[config.mk]
export PLATFORM = sky130hd
export DESIGN_NAME = ring_fifo
export DESIGN_NICKNAME = d
export VERILOG_FILES = /design/src/rtl/ring_fifo_pkg.sv /design/src/rtl/fifo_addr_ctr.sv /design/src/rtl/fifo_dpram.sv /design/src/rtl/fifo_dir_fsm.sv /design/src/rtl/ring_fifo.sv
export SDC_FILE = /design/constraint.sdc
export NUM_CORES = 2
export LEC_CHECK = 0
export BUFFER_PORTS_ARGS = -buffer_cell sky130_fd_sc_hd__clkbuf_2
export CAP_MARGIN = 20
export CORE_UTILIZATION = 34
export DETAILED_ROUTE_END_ITERATION = 16
export HOLD_SLACK_MARGIN = 0.08
export PLACE_DENSITY = 0.54
export SYNTH_ARGS = -nofsm -noshare
export SYNTH_HDL_FRONTEND = slang
export SYNTH_SLANG_ARGS = --single-unit
export TNS_END_PERCENT = 30
[constraint.sdc]
create_clock -name clk -period 5.8 [get_ports clk]
set_input_delay 1.74 -clock clk [delete_from_list [all_inputs] [get_ports clk]]
set_output_delay 1.74 -clock clk [all_outputs]
set_load 0.05 [all_outputs]
[src/rtl/ring_fifo_pkg.sv]
package ring_fifo_pkg;
  typedef enum logic {
    DIR_DRAIN = 1'b0,
    DIR_FILL  = 1'b1
  } dir_e;

  // Direction update: only an unbalanced accepted move changes it.
  function automatic dir_e dir_next(input dir_e cur, input logic wr_acc, input logic rd_acc);
    if (wr_acc && !rd_acc) return DIR_FILL;
    if (rd_acc && !wr_acc) return DIR_DRAIN;
    return cur;
  endfunction
endpackage

[src/rtl/fifo_addr_ctr.sv]
module fifo_addr_ctr #(
  parameter int ADDR_W = 8
) (
  input  logic              clk,
  input  logic              rst_n,
  input  logic              step,
  output logic [ADDR_W-1:0] addr
);
  function automatic logic [ADDR_W-1:0] addr_inc(input logic [ADDR_W-1:0] a);
    return a + ADDR_W'(1);
  endfunction

  always_ff @(posedge clk) begin
    if (!rst_n)    addr <= '0;
    else if (step) addr <= addr_inc(addr);
  end
endmodule

[src/rtl/fifo_dpram.sv]
module fifo_dpram #(
  parameter int DATA_W = 8,
  parameter int ADDR_W = 8
) (
  input  logic              clk,
  input  logic              rst_n,
  input  logic              we,
  input  logic [ADDR_W-1:0] waddr,
  input  logic [DATA_W-1:0] wdata,
  input  logic              re,
  input  logic [ADDR_W-1:0] raddr,
  output logic [DATA_W-1:0] rdata
);
  localparam int DEPTH = 1 << ADDR_W;

  logic [DATA_W-1:0] cells [DEPTH];

  always_ff @(posedge clk) begin
    if (we) cells[waddr] <= wdata;
  end

  always_ff @(posedge clk) begin
    if (!rst_n)  rdata <= '0;
    else if (re) rdata <= cells[raddr];
  end
endmodule

[src/rtl/fifo_dir_fsm.sv]
module fifo_dir_fsm
  import ring_fifo_pkg::*;
(
  input  logic clk,
  input  logic rst_n,
  input  logic wr_acc,
  input  logic rd_acc,
  input  logic addr_eq,
  output logic full,
  output logic empty,
  output logic filling
);
  dir_e dir_q;

  always_ff @(posedge clk) begin
    if (!rst_n) dir_q <= DIR_DRAIN;
    else        dir_q <= dir_next(dir_q, wr_acc, rd_acc);
  end

  assign filling = (dir_q == DIR_FILL);
  assign full    = filling && addr_eq;
  assign empty   = !filling && addr_eq;
endmodule

[src/rtl/ring_fifo.sv]
module ring_fifo #(
  parameter int DATA_W = 8,
  parameter int ADDR_W = 8
) (
  input  logic              clk,
  input  logic              rst_n,
  input  logic              push,
  input  logic [DATA_W-1:0] push_data,
  input  logic              pop,
  output logic [DATA_W-1:0] pop_data,
  output logic              is_full,
  output logic              is_empty
);
  logic [ADDR_W-1:0] wr_addr, rd_addr;
  logic wr_take, rd_take, ptr_match, fill_state;

  // Named events for the checker.
  assign wr_take   = push && !is_full;
  assign rd_take   = pop && !is_empty;
  assign ptr_match = (wr_addr == rd_addr);

  fifo_addr_ctr #(.ADDR_W(ADDR_W)) u_wr_ctr (
    .clk(clk), .rst_n(rst_n), .step(wr_take), .addr(wr_addr)
  );

  fifo_addr_ctr #(.ADDR_W(ADDR_W)) u_rd_ctr (
    .clk(clk), .rst_n(rst_n), .step(rd_take), .addr(rd_addr)
  );

  fifo_dpram #(.DATA_W(DATA_W), .ADDR_W(ADDR_W)) u_ram (
    .clk(clk), .rst_n(rst_n),
    .we(wr_take), .waddr(wr_addr), .wdata(push_data),
    .re(rd_take), .raddr(rd_addr), .rdata(pop_data)
  );

  fifo_dir_fsm u_dir (
    .clk(clk), .rst_n(rst_n),
    .wr_acc(wr_take), .rd_acc(rd_take), .addr_eq(ptr_match),
    .full(is_full), .empty(is_empty), .filling(fill_state)
  );
endmodule

==> reports/summary.json <==
{
  "report.final.hold_viol_count": 0,
  "leakage_power_summed_over_all_cells_uw": 0.0273,
  "drtPass1Iterations": 5,
  "worstPathCellList": "xnor2_1, nand4_1, nor3_1, clkbuf_2",
  "clk_pin_slew_ps": 60,
  "post-place-cells": 7105,
  "maxSlewViolCount": 0,
  "initial_antenna_violation_count": 5,
  "detail_route.iter0.violations": 4365,
  "worstPathRequired_ps": 4060,
  "timing.clock.skew_ps": 46.1,
  "seq_power_share_pct": 48.0,
  "initial_utilization_pct": 34.3,
  "cp.buffers_inverters": 1,
  "result_of_the_run": "finished, final reports clean",
  "insertion_delay_ps": 850,
  "worstSetupEndpointType": "output port",
  "rrSetupSlack_ps": 1570,
  "grt_overflow_total": 0,
  "cap_violations": 0,
  "final.setup.tns_ps": 0,
  "powerDensity_mw_per_mm2": 378,
  "relSlewSlack_pct": 25.6,
  "crit_slowest_cell": "nor3_1",
  "cts_tree": "built",
  "power_frac_clock_pct": 38.4,
  "met2_length_um": 106000,
  "synth_seq_area_share_pct": 76.7,
  "synth.distinct_cells": 53,
  "p_comb_share_pct": 13.6,
  "top_layer": "met4",
  "dr_total_vias": 40500,
  "worstHoldPathType": "register to register",
  "cts_buffer_depth": 3,
  "ctsRootBufferMaster": "clkbuf_16",
  "synthArstFlopShare_pct": 0,
  "total_standard_cell_area_after_synthesis_sq_mm": 0.0808,
  "timing.critical_path.arrival_ps": 3200,
  "drt_drc": 0,
  "synth-main-ff-cell": "edfxtp_1",
  "cts_post_setup_buffers_inserted": 0,
  "grt_use_total_pct": 18.3,
  "startpoint_type": "register",
  "postPlaceCellArea_sq_mm": 0.0850,
  "switching_share_pct": 24.7,
  "most-common-layout-cells": "2,048 x edfxtp_1, 384 x mux2i_1, 348 x mux4_2, 297 x nor2_1, 207 x clkbuf_16",
  "postCtsHoldBufs": 0,
  "largest_net_degree_at_the_start_of_global_routing": 114,
  "syn-num-nets": 4090,
  "critical-path-max-stage-delay_ps": 810,
  "worst_pin_slew_ps": 1110,
  "ctsResizeCount": 0,
  "synth.yosys.warnings": 0,
  "fmax_mhz": 202,
  "die_area_sq_mm": 0.240,
  "global_route_wire_length_before_repair_um": 311000,
  "fraction_of_layout_instances_using_a_drive_strength_above_1_pct": 18.9,
  "post_drt_via_cell_ratio": 5.41,
  "h_tree_levels": 4,
  "route.detailed.wl_per_inst_um": 29.3,
  "placementRows": 178,
  "met3RoutedLength_um": 12300,
  "detailed_place_hpwl_um": 135000,
  "syn2layout_area_growth_pct": 13.5,
  "post_route_wl_um": 220000,
  "crit_path_max_fanout": 18,
  "yosys_register_bits": 2073,
  "finalCritPeriodShare_pct": 85.2,
  "ys_top_cells_by_area": "edfxtp_1 76%, mux4_2 9.7%, mux2i_1 4.8%, o221ai_1 2.0%, nor2_1 1.4%",
  "setup_violations": 0,
  "synth-edff-count": 2048,
  "clock_net_sink_count": 2073,
  "io_pins": 22,
  "io_buffers": 21,
  "layout.cells.most_common": "edfxtp_1",
  "place.gp.congestion": 0.843,
  "die_y_um": 490,
  "netlist.top_cell.by_area": "edfxtp_1",
  "synthCells": 4072,
  "met1_length_um": 96000,
  "postRouteAntennaNets": 0,
  "switchingPower_uw": 8560,
  "grt_pass1_vias": 40600,
  "final_critical_path_required_period_ps": 4940,
  "nets": 4180,
  "rsz0062_at_grt": "false",
  "filler_cell_count": 21100,
  "numCtsBuffers": 204,
  "crit_type": "register to output port",
  "average_cell_area_after_synthesis_sq_um": 19.9,
  "internal_pwr_total_uw": 26100,
  "critical-path-top-delay-family": "simple AND/OR/NAND/NOR gates",
  "final_cells": 7489,
  "dieWidth_um": 490,
  "core-area_sq_mm": 0.236,
  "max-vdd-ir-drop_v": 0.000346,
  "finalInstanceArea_sq_mm": 0.0917,
  "place_ws_ps": 1090,
  "worst_slack_ps": 861,
  "proportion_of_netlist_area_held_by_the_largest_area_contributor_pct": 76.1
}
==> power by group through the flow <==
stage	combinational, uW	sequential, uW	clock [uW]
3_5_place_dp	4780	17000	0
5_1_grt	4950	16700	14100
3_3_place_gp	4760	17000	0
4_1_cts	4780	16700	13500
2_1_floorplan	3200	16900	0
6_report	4700	16700	13300
==> through the flow <==
stage	total power, uW	util (%)	hold WS (ps)
6_report	34700	38.9	610
2_1_floorplan	20100	-	541
3_5_place_dp	21800	36.0	592
3_3_place_gp	21700	36.0	583
5_1_grt	35700	38.9	656
4_1_cts	35000	38.9	606
==> sequential cells by signal, indices dropped and copies added (netlist names) <==
register and flops:
u_ram.rdata 8, u_rd_ctr.addr 8, u_wr_ctr.addr 8, u_dir.filling 1, u_ram.cells 2048
==> cells by family after synthesis <==
| logic type | share of synthesized area (%) |
|---|---|
| xor+xnor | 0.238 |
| compound gates | 4.14 |
| mux | 14.5 |
| flops | 76.7 |
| simple gates | 2.75 |
| buf+inv | 1.63 |
| fa+ha+maj | 0.0929 |
==> routing by layer <==
metal | GRT usage [%] | vias up
li1 | - | 17100
met1 | 25.6 | 21800
met2 | 29.7 | 1413
met3 | 2.76 | 251
met4 | 4.64 | 0
met5 | 0 | -
==> worst register-to-register path, cell delays in order, from the launching register on <==
cell and delay, ps:
dfxtp_4 630, buf_4 760, buf_4 670, mux4_2 470, a22oi_1 460, a21oi_1 160
nor4_1 340, nor2_1 130, or4_1 500
==> Yosys cell counts, types with 6 or more instances <==
cell type     n
dfxtp_1      25
buf_4        22
nor2b_1      16
ha_1          6
or3_1         7
edfxtp_1   2048
a22oi_1      20
a211oi_1      7
a21oi_1     121
o31ai_1       7
nand2_1      33
nor4_1       25
xnor2_1      14
nor2_1      297
mux4_2      348
nand3_1      40
buf_6        21
buf_2        67
and2_1       17
xor2_1        8
clkbuf_1    126
nor3_1       40
o22ai_1      95
o221ai_1    184
mux2i_1     384
nand4_1       7
buf_1        22
o21ai_0      23
==> area by class of cell <==
class / count / area (sq um) / area share (%)
Antenna cell: 3 / 7.51 / 0.00819
Clock buffer: 240 / 5300 / 5.78
Clock inverter: 140 / 1410 / 1.54
Inverter: 6 / 30.0 / 0.0327
Multi-Input combinational cell: 1735 / 17600 / 19.2
Sequential cell: 2073 / 62000 / 67.6
Tap cell: 3150 / 3940 / 4.30
Timing Repair Buffer: 142 / 1390 / 1.51
==> path summary, 6_finish.rpt <==
path                                      start                          end  depth (start not counted)
setup reg to reg  u_rd_ctr.addr[1]$_SDFFE_PN0P_  u_ram.rdata[4]$_SDFFE_PN0P_                          8
setup / recovery  u_rd_ctr.addr[0]$_SDFFE_PN0P_                     is_empty                          4
hold / removal       u_dir.filling$_SDFFE_PN0P_   u_dir.filling$_SDFFE_PN0P_                          3
hold reg to reg      u_dir.filling$_SDFFE_PN0P_   u_dir.filling$_SDFFE_PN0P_                          3
(Power assumes the default switching activity.)
